==> config.mk <==
export PLATFORM = sky130hd
export DESIGN_NAME = page_burst_seq
export DESIGN_NICKNAME = d
export VERILOG_FILES = /design/src/rtl/page_burst_seq_pkg.sv /design/src/rtl/page_burst_seq_ctrl.sv /design/src/rtl/page_burst_seq_dp.sv /design/src/rtl/page_burst_seq.sv
export SDC_FILE = /design/constraint.sdc
export NUM_CORES = 1
export LEC_CHECK = 0
export ABC_AREA = 1
export BUFFER_PORTS_ARGS = -buffer_cell sky130_fd_sc_hd__buf_2
export CORE_MARGIN = 2
export CORE_UTILIZATION = 46
export CTS_BUF_LIST = sky130_fd_sc_hd__clkbuf_16
export CTS_CLUSTER_SIZE = 40
export DETAILED_ROUTE_END_ITERATION = 8
export HOLD_SLACK_MARGIN = 0.03
export PLACE_DENSITY_LB_ADDON = 0.3
export SYNTH_ARGS = -nofsm -noshare
export SYNTH_HDL_FRONTEND = slang
export SYNTH_SLANG_ARGS = --single-unit
==> constraint.sdc <==
create_clock -name clk -period 1.8 [get_ports clk]
set_input_delay 0.36 -clock clk [delete_from_list [all_inputs] [get_ports clk]]
set_output_delay 0.36 -clock clk [all_outputs]
set_load 0.005 [all_outputs]
==> src/rtl/page_burst_seq_pkg.sv <==
package page_burst_seq_pkg;
  localparam int BURST_LEN = 4;
  localparam int BEAT_W = $clog2(BURST_LEN);

  typedef enum logic [1:0] {SEQ_IDLE, SEQ_ROW, SEQ_COL} seqState_t;

  typedef struct packed {
    logic accept;   // capture request address, update page
    logic colStep;  // advance column within the burst group
  } seqCtrl_t;
endpackage

==> src/rtl/page_burst_seq_ctrl.sv <==
module page_burst_seq_ctrl
  import page_burst_seq_pkg::*;
#(
  parameter int CNT_W = 4
) (
  input  logic             clk,
  input  logic             rstN,
  input  logic             req,
  input  logic             burst,
  input  logic             pageHit,
  input  logic [CNT_W-1:0] cfgRowCycles,
  input  logic [CNT_W-1:0] cfgColCycles,
  input  logic [CNT_W-1:0] cfgBeatCycles,
  input  logic             cfgBurstMode,
  output seqCtrl_t         ctrl,
  output logic             busy,
  output logic             rvalid,
  output logic             rowStrobe,
  output logic             colStrobe
);
  seqState_t state, stateNext;
  logic [CNT_W-1:0] cnt, cntNext, followCost;
  logic [BEAT_W-1:0] beatIdx, beatNext;
  logic burstReg, rowPulse, colPulse, enterRow, enterCol, lastBeat;

  assign busy      = (state != SEQ_IDLE);
  assign rvalid    = (state == SEQ_COL) && (cnt == '0);
  assign rowStrobe = rowPulse;
  assign colStrobe = colPulse;
  assign lastBeat  = !burstReg || (beatIdx == BEAT_W'(BURST_LEN - 1));
  assign followCost = (cfgBurstMode && beatIdx != '0) ? cfgBeatCycles : cfgColCycles;

  always_comb begin
    stateNext    = state;
    cntNext      = cnt;
    beatNext     = beatIdx;
    enterRow     = 1'b0;
    enterCol     = 1'b0;
    ctrl.accept  = 1'b0;
    ctrl.colStep = 1'b0;
    case (state)
      SEQ_IDLE: if (req) begin
        ctrl.accept = 1'b1;
        beatNext    = '0;
        if (pageHit) begin
          stateNext = SEQ_COL;
          cntNext   = cfgColCycles - 1'b1;
          enterCol  = 1'b1;
        end else begin
          stateNext = SEQ_ROW;
          cntNext   = cfgRowCycles - 1'b1;
          enterRow  = 1'b1;
        end
      end
      SEQ_ROW: if (cnt == '0) begin
        stateNext = SEQ_COL;
        cntNext   = followCost - 1'b1;
        enterCol  = 1'b1;
      end else begin
        cntNext = cnt - 1'b1;
      end
      SEQ_COL: if (cnt != '0) begin
        cntNext = cnt - 1'b1;
      end else if (lastBeat) begin
        stateNext = SEQ_IDLE;
      end else begin
        ctrl.colStep = 1'b1;
        beatNext     = beatIdx + 1'b1;
        if (cfgBurstMode) begin
          cntNext  = cfgBeatCycles - 1'b1;
          enterCol = 1'b1;
        end else begin
          stateNext = SEQ_ROW;
          cntNext   = cfgRowCycles - 1'b1;
          enterRow  = 1'b1;
        end
      end
      default: stateNext = SEQ_IDLE;
    endcase
  end

  always_ff @(posedge clk or negedge rstN) begin
    if (!rstN) begin
      state    <= SEQ_IDLE;
      cnt      <= '0;
      beatIdx  <= '0;
      burstReg <= 1'b0;
      rowPulse <= 1'b0;
      colPulse <= 1'b0;
    end else begin
      state    <= stateNext;
      cnt      <= cntNext;
      beatIdx  <= beatNext;
      rowPulse <= enterRow;
      colPulse <= enterCol;
      if (ctrl.accept) burstReg <= burst;
    end
  end
endmodule

==> src/rtl/page_burst_seq_dp.sv <==
module page_burst_seq_dp
  import page_burst_seq_pkg::*;
#(
  parameter int ADDR_W = 16,
  parameter int DATA_W = 32,
  parameter int COL_W  = 8,
  parameter int ROW_W  = ADDR_W - COL_W
) (
  input  logic              clk,
  input  logic              rstN,
  input  logic [ADDR_W-1:0] addr,
  input  seqCtrl_t          ctrl,
  input  logic [DATA_W-1:0] memRdata,
  output logic              pageHit,
  output logic [ROW_W-1:0]  memRow,
  output logic [COL_W-1:0]  memCol,
  output logic [DATA_W-1:0] rdata
);
  logic pageOpen;
  logic [ROW_W-1:0] reqRow;

  assign reqRow  = addr[ADDR_W-1:COL_W];
  assign pageHit = pageOpen && (reqRow == memRow);
  assign rdata   = memRdata;

  always_ff @(posedge clk or negedge rstN) begin
    if (!rstN) begin
      pageOpen <= 1'b0;
      memRow   <= '0;
      memCol   <= '0;
    end else if (ctrl.accept) begin
      pageOpen <= 1'b1;
      memRow   <= reqRow;
      memCol   <= addr[COL_W-1:0];
    end else if (ctrl.colStep) begin
      memCol <= {memCol[COL_W-1:BEAT_W], memCol[BEAT_W-1:0] + 1'b1};
    end
  end
endmodule

==> src/rtl/page_burst_seq.sv <==
module page_burst_seq
  import page_burst_seq_pkg::*;
#(
  parameter int ADDR_W     = 16,
  parameter int DATA_W     = 32,
  parameter int WORD_BYTES = 4,
  parameter int PAGE_BYTES = 1024,
  parameter int CNT_W      = 4,
  localparam int PAGE_WORDS = PAGE_BYTES / WORD_BYTES,
  localparam int COL_W      = $clog2(PAGE_WORDS),
  localparam int ROW_W      = ADDR_W - COL_W
) (
  input  logic              clk,
  input  logic              rstN,
  input  logic              req,
  input  logic [ADDR_W-1:0] addr,
  input  logic              burst,
  input  logic [CNT_W-1:0]  cfgRowCycles,
  input  logic [CNT_W-1:0]  cfgColCycles,
  input  logic [CNT_W-1:0]  cfgBeatCycles,
  input  logic              cfgBurstMode,
  output logic              busy,
  output logic              rvalid,
  output logic [DATA_W-1:0] rdata,
  output logic              rowStrobe,
  output logic              colStrobe,
  output logic [ROW_W-1:0]  memRow,
  output logic [COL_W-1:0]  memCol,
  input  logic [DATA_W-1:0] memRdata
);
  seqCtrl_t ctrl;
  logic pageHit;

  page_burst_seq_ctrl #(.CNT_W(CNT_W)) u_ctrl (
    .clk(clk), .rstN(rstN), .req(req), .burst(burst), .pageHit(pageHit),
    .cfgRowCycles(cfgRowCycles), .cfgColCycles(cfgColCycles),
    .cfgBeatCycles(cfgBeatCycles), .cfgBurstMode(cfgBurstMode),
    .ctrl(ctrl), .busy(busy), .rvalid(rvalid),
    .rowStrobe(rowStrobe), .colStrobe(colStrobe)
  );

  page_burst_seq_dp #(.ADDR_W(ADDR_W), .DATA_W(DATA_W), .COL_W(COL_W), .ROW_W(ROW_W)) u_dp (
    .clk(clk), .rstN(rstN), .addr(addr), .ctrl(ctrl), .memRdata(memRdata),
    .pageHit(pageHit), .memRow(memRow), .memCol(memCol), .rdata(rdata)
  );
endmodule

; Yosys cells after proc, flatten, opt, wreduce, memory -nomap -nowiden
; Index checks and enable logic that the tools add are counted.
[totals]
ff_bits = 28
in_bits = 65
output_inout_bits = 52
word_cells = 82
[classes]
n_addsub = 7
eq_ne = 10
muxes = 39
reduce_logical = 16
[ops]
columns = cell, count
row1 = 2-to-1 mux 4 bit, 7
row2 = 2-to-1 mux 2 bit, 10
row3 = "subtractor 4 x 1 -> 4 bit, second input constant", 5
row4 = 2-to-1 mux 1 bit, 16
row5 = one-hot mux 4 bit (3 select lines), 1
row6 = equality test 8 bit, 1
row7 = 2-to-1 mux 8 bit, 1
row8 = AND reduction 4 bit, 2
row9 = nonzero test 2 bit, 4
row10 = "!= test 2 bit, second input constant", 3
row11 = one-hot mux 2 bit (3 select lines), 1
row12 = "adder 2 x 1 -> 2 bit, second input constant", 2
row13 = "equality test 2 bit, second input constant", 2
row14 = zero test 4 bit, 1
row15 = one-hot mux 2 bit (2 select lines), 1
row16 = nonzero test 4 bit, 1
row17 = logical AND 1 bit, 3
row18 = "!= test 3 x 2 -> 1 bit, second input constant", 1
row19 = "!= test 3 bit, second input constant", 1
row20 = one-hot mux 1 bit (3 select lines), 1
row21 = AND reduction 3 bit, 1
row22 = nonzero test 3 bit, 1
row23 = "equality test 2 x 1 -> 1 bit, second input constant", 1
row24 = zero test 2 bit, 1
row25 = 4 further kinds, 4

; Depth between registers and ports, before layout
[logic_depth]
depth_word = 7
mapped_depth = 15
mapped_depth_nobuf = 15

; Cells and area by module
; A second synthesis with hierarchy kept.
[hier_totals]
hier_cells = 310
hier_area_um2 = 2163.3
[modules_own_cells]
columns = mod, instances, cells_each, area_each_um2, seq_area_each_um2
row1 = page_burst_seq_ctrl, 1, 175, 1137.3, 275.3
row2 = page_burst_seq_dp, 1, 135, 1026.0, 425.4

; Least setup slack after synthesis
; Ideal clock, no wire load.
[synth_timing]
kind = reg2reg
from = reg u_ctrl.state[0]
to = reg u_ctrl.cnt[3]
setup_time_ns = 0.073
t_arrival_ns = 1.434
t_required_ns = 1.727
setup_slack_ns = 0.293
path_stages_with_launch = 11
n_path_buf = 0
period_less_slack_ns = 1.507
cell_sequence = dfrtp_1 -> inv_1 -> ha_1 -> inv_2 -> nor2_1 -> nand2_1 -> nand2_1 -> inv_1 -> nand2_1 -> inv_1 -> a21oi_2
[synth_via]
elab_chain_cells = 3
word_cells_on_any_way = 8
cone_classes = eq/ne (4) / mux (1) / reduce/logical (3)
[synth_rtl]
columns = item, line_no
row1 = start: declaration, page_burst_seq_ctrl.sv:21  ; seqState_t state, stateNext;
row2 = start signal: assignment, page_burst_seq_ctrl.sv:91  ; state <= stateNext;
row3 = "equality test 2 bit, or another cell as far along", page_burst_seq_ctrl.sv:41  ; case (state)
row4 = "!= test 3 bit (no source line), or another cell as far along", --
row5 = AND reduction 3 bit (no source line), --
row6 = end signal: assignment, page_burst_seq_ctrl.sv:92  ; cnt <= cntNext;
row7 = end: declaration, page_burst_seq_ctrl.sv:22  ; logic [CNT_W-1:0] cnt, cntNext, followCost;
; Several ways; a longest one is shown, not always the timed one.
; A chain may end at the register's enable or synchronous reset.

; Worst setup path in the final report
[layout_timing]
from = reg u_ctrl.state[0]
to = out rvalid
[layout_via]
elab_chain_cells = 2
[layout_rtl]
columns = item, line_no
row1 = equality test 2 bit, page_burst_seq_ctrl.sv:27  ; assign rvalid = (state == SEQ_COL) && (cnt == '0);
row2 = logical AND 1 bit, page_burst_seq_ctrl.sv:27
row3 = end: declaration, page_burst_seq.sv:23  ; output logic rvalid,
; No other way between the ends.

==> results.sh <==
export IMPL_finalSetupViolations=0
export IMPL_fin_crit_sh_pct=96.0
export IMPL_startpoint_type="flop"
export IMPL_synth_ff_latch_count=28
export IMPL_die_w_um=73.2
export IMPL_cts_hold_buffers=0
export IMPL_swShare_pct=43.2
export IMPL_vias=1915
export IMPL_fin_skew_ns=0.00406
export IMPL_yosys_area_share_simple_pct=28.0
export IMPL_internal_power_mw=2.23
export IMPL_clkPwrFrac_pct=17.0
export IMPL_synth_top_family_by_area="simple AND/OR/NAND/NOR gates"
export IMPL_grt_pass1_wl_mm=8.19
export IMPL_drive_above_1_share_pct=28.9
export IMPL_drtIter0Drc=85
export IMPL_post_drt_wl_per_cell_um=12.5
export IMPL_syn_nets=385
export IMPL_synth_xor_area_share_pct=3.58
export IMPL_synth_area_sq_um=2200
export IMPL_cts_tree="yes"
export IMPL_use_met1_pct=26.3
export IMPL_die_height_um=73.2
export IMPL_ir_drop_mv=0.856
export IMPL_path_clk_slew_ns=0.07
export IMPL_nets=413
export IMPL_timing_hold_ws_ns=0.108
export IMPL_synth_warnings=0
export IMPL_worstHoldPathType="in2async"
export IMPL_io_pins=117
export IMPL_p_sw_mw=1.69
export IMPL_routed_wl_mm=4.86
export IMPL_clock_sinks=28
export IMPL_post_route_util_pct=53.0
export IMPL_powerDensity_nw_per_um2=1590
export IMPL_grt_antenna_before_repair=0
export IMPL_grt_busiest_layer="met2"
export IMPL_rsz0062_at_grt="yes"
export IMPL_rows=25
export IMPL_finalWorstSetupSlack_ns=0.0726
export IMPL_cp_arrival_ns=1.37
export IMPL_cts_root_buf="clkbuf_16"
export IMPL_die_area_sq_um=5360
export IMPL_cap_violations=0
export IMPL_leakagePower_nw=1.38
export IMPL_finalSetupTns_ns=0
export IMPL_outcome="completed"
export IMPL_grt_max_degree=29
export IMPL_gp_congestion=0.901
export IMPL_layout_commonest_cell="nand2_1"
export IMPL_remaining_drc_errors=0
export IMPL_preCtsSetupSlack_ns=0.0101
export IMPL_dp_hpwl_mm=3.78
export IMPL_slew_headroom_pct=57.8
export IMPL_most_common_layout_cells="nand2_1, buf_2, inv_1, dfrtp_1, nand3_1"
export IMPL_critical_path_class="reg2out"
export IMPL_hold_violations=0
export IMPL_worst_pin_slew_ns=0.634
export IMPL_combPwrFrac_pct=54.2
export IMPL_synthAdderAreaFrac_pct=6.25
export IMPL_cp_max_fo=6
export IMPL_synth_compound_area_share_pct=10.5
export IMPL_ys_types=38
export IMPL_num_antenna_cells=0
export IMPL_firstDrtPassIters=5
export IMPL_grt_usage_pct=19.4
export IMPL_max_freq_mhz=579
export IMPL_postRouteAntennaNets=0
export IMPL_vias_per_cell=4.91
export IMPL_insertion_delay_ns=0.26
export IMPL_cp_end_kind="output port"
export IMPL_p_total_mw=3.92
export IMPL_p_seq_share_pct=28.8
export IMPL_synth_mux_area_share_pct=0
export IMPL_grt_ovfl_total=0
export IMPL_n_fill_cell=462
export IMPL_area_delta_synth_final_pct=12.1
export IMPL_cts_path_max_buffers=2
export IMPL_slew_viol_final=0
export IMPL_syn_inst=309
export IMPL_grt_pass1_vias=1862
export IMPL_core_area_sq_um=4660
export IMPL_cts_buffers=3
export IMPL_ys_seq_area_share_pct=31.8
export IMPL_cp_required_ns=1.44
export IMPL_io_buffers=52
export IMPL_use_met2_pct=29.8
export IMPL_synth_avg_cell_area_sq_um=7.13
export IMPL_min_period_ns=1.73
export IMPL_met3_usage_pct=3.31
export IMPL_start_util_pct=47.2
export IMPL_ctsHtreeMaxLevel=1
[final timing paths]
kind                                             startpoint                           to  slack, ns  depth (start not counted)
min in group clk                                    addr[4]   u_dp.memCol[4]$_DFFE_PN0P_       0.29                          3
worst max register to register  u_ctrl.state[1]$_DFFE_PN0P_  u_ctrl.state[1]$_DFFE_PN0P_       0.16                          8
worst max-delay path            u_ctrl.state[0]$_DFFE_PN0P_                       rvalid       0.07                          5
worst min register to register    u_dp.pageOpen$_DFFE_PN0P_    u_dp.pageOpen$_DFFE_PN0P_       0.48                          2
max in group asynchronous                              rstN  u_ctrl.state[1]$_DFFE_PN0P_       1.23                          1
worst min-delay path                                   rstN   u_dp.memCol[3]$_DFFE_PN0P_       0.11                          1
[flip-flops by register name, summed over array words and instances (netlist names)]
| name | count |
|---|---|
| u_dp.memCol | 8 |
| u_dp.memRow | 8 |
| u_ctrl.cnt | 4 |
| u_ctrl.beatIdx | 2 |
| u_ctrl.state | 2 |
| u_ctrl.burstReg | 1 |
| u_ctrl.colStrobe | 1 |
| u_ctrl.rowStrobe | 1 |
| u_dp.pageOpen | 1 |
[layout make-up]
cell class / count / area (sq um) / area share, %
Clock buffer: 3 / 75.1 / 3.04
Tap cell: 54 / 67.6 / 2.74
Sequential cell: 28 / 702 / 28.4
Timing Repair Buffer: 59 / 313 / 12.7
Clock inverter: 1 / 30.0 / 1.22
Multi-Input combinational cell: 200 / 1110 / 44.9
Inverter: 45 / 174 / 7.05
[stage by stage]
stage / cells / area (sq um)
after global routing: 390 / 2470
after floorplan: 309 / 2200
after global placement: 385 / 2310
after CTS: 389 / 2430
final: 390 / 2470
after detailed placement: 385 / 2310
[power groups by stage]
stage / clock (mW) / sequential (mW) / combinational [mW]
final: 0.666 / 1.13 / 2.13
after detailed placement: 0 / 1.12 / 2.00
after floorplan: 0 / 1.13 / 1.40
after global placement: 0 / 1.12 / 1.96
after global routing: 0.708 / 1.17 / 2.43
after CTS: 0.673 / 1.13 / 2.02
[logic make-up (layout without fill, tap and decap cells)]
family                     count (synthesis)  in the layout
and+or+nand+nor                          139            139
buffers and inverters                     81            108
AOI/OAI and AO/OA                         41             41
DFF                                       28             28
adders and majority gates                 11             11
xor gates and xnor gates                   9              9
[metal layers]
metal / routed length [um] / share of wire [%]
met5: 0 / 0
met4: 178 / 3.7
met3: 302 / 6.2
met2: 2090 / 43
met1: 2290 / 47
[synth_stat cells]
master,count,area (sq um)
nand4_1,1,6.26
nand3_4,1,17.5
nand2_1,85,319
o22ai_1,1,6.26
buf_6,1,11.3
a21oi_1,13,65.1
a22oi_1,1,7.51
ha_1,11,138
o21ai_0,11,55.1
nor2_2,2,12.5
clkbuf_1,2,7.51
nand2_4,1,11.3
buf_2,1,5.00
a31oi_1,2,12.5
nand3_1,20,100
o21ai_1,7,35.0
o21ai_2,1,8.76
buf_4,32,240
clkinv_4,1,8.76
or2_1,1,6.26
xor2_1,5,43.8
inv_1,34,128
nor4_1,1,6.26
o31ai_1,1,7.51
nand3_2,1,10.0
dfrtp_1,28,701
inv_2,10,37.5
a21o_1,1,7.51
nand2_2,5,31.3
nand3b_1,1,7.51
or2_0,1,6.26
or2_2,1,6.26
nor2_4,1,11.3
a21oi_2,2,17.5
xnor2_1,4,35.0
a211oi_1,1,7.51
nor2_1,16,60.1
nor3_1,1,5.00
[worst max-delay path: stages, from the launching register on]
cell and delay, ns:
dfrtp_1 0.39, inv_1 0.16, ha_4 0.21, inv_2 0.09
nor2_2 0.13, buf_2 0.12
[timing repair]
action / CTS / global route
gates cloned: 0 / 0
setup endpoints to repair: 3 / 11
buffers inserted: 0 / 1
gates resized for setup: 2 / 9
(Power assumes the default switching activity.)
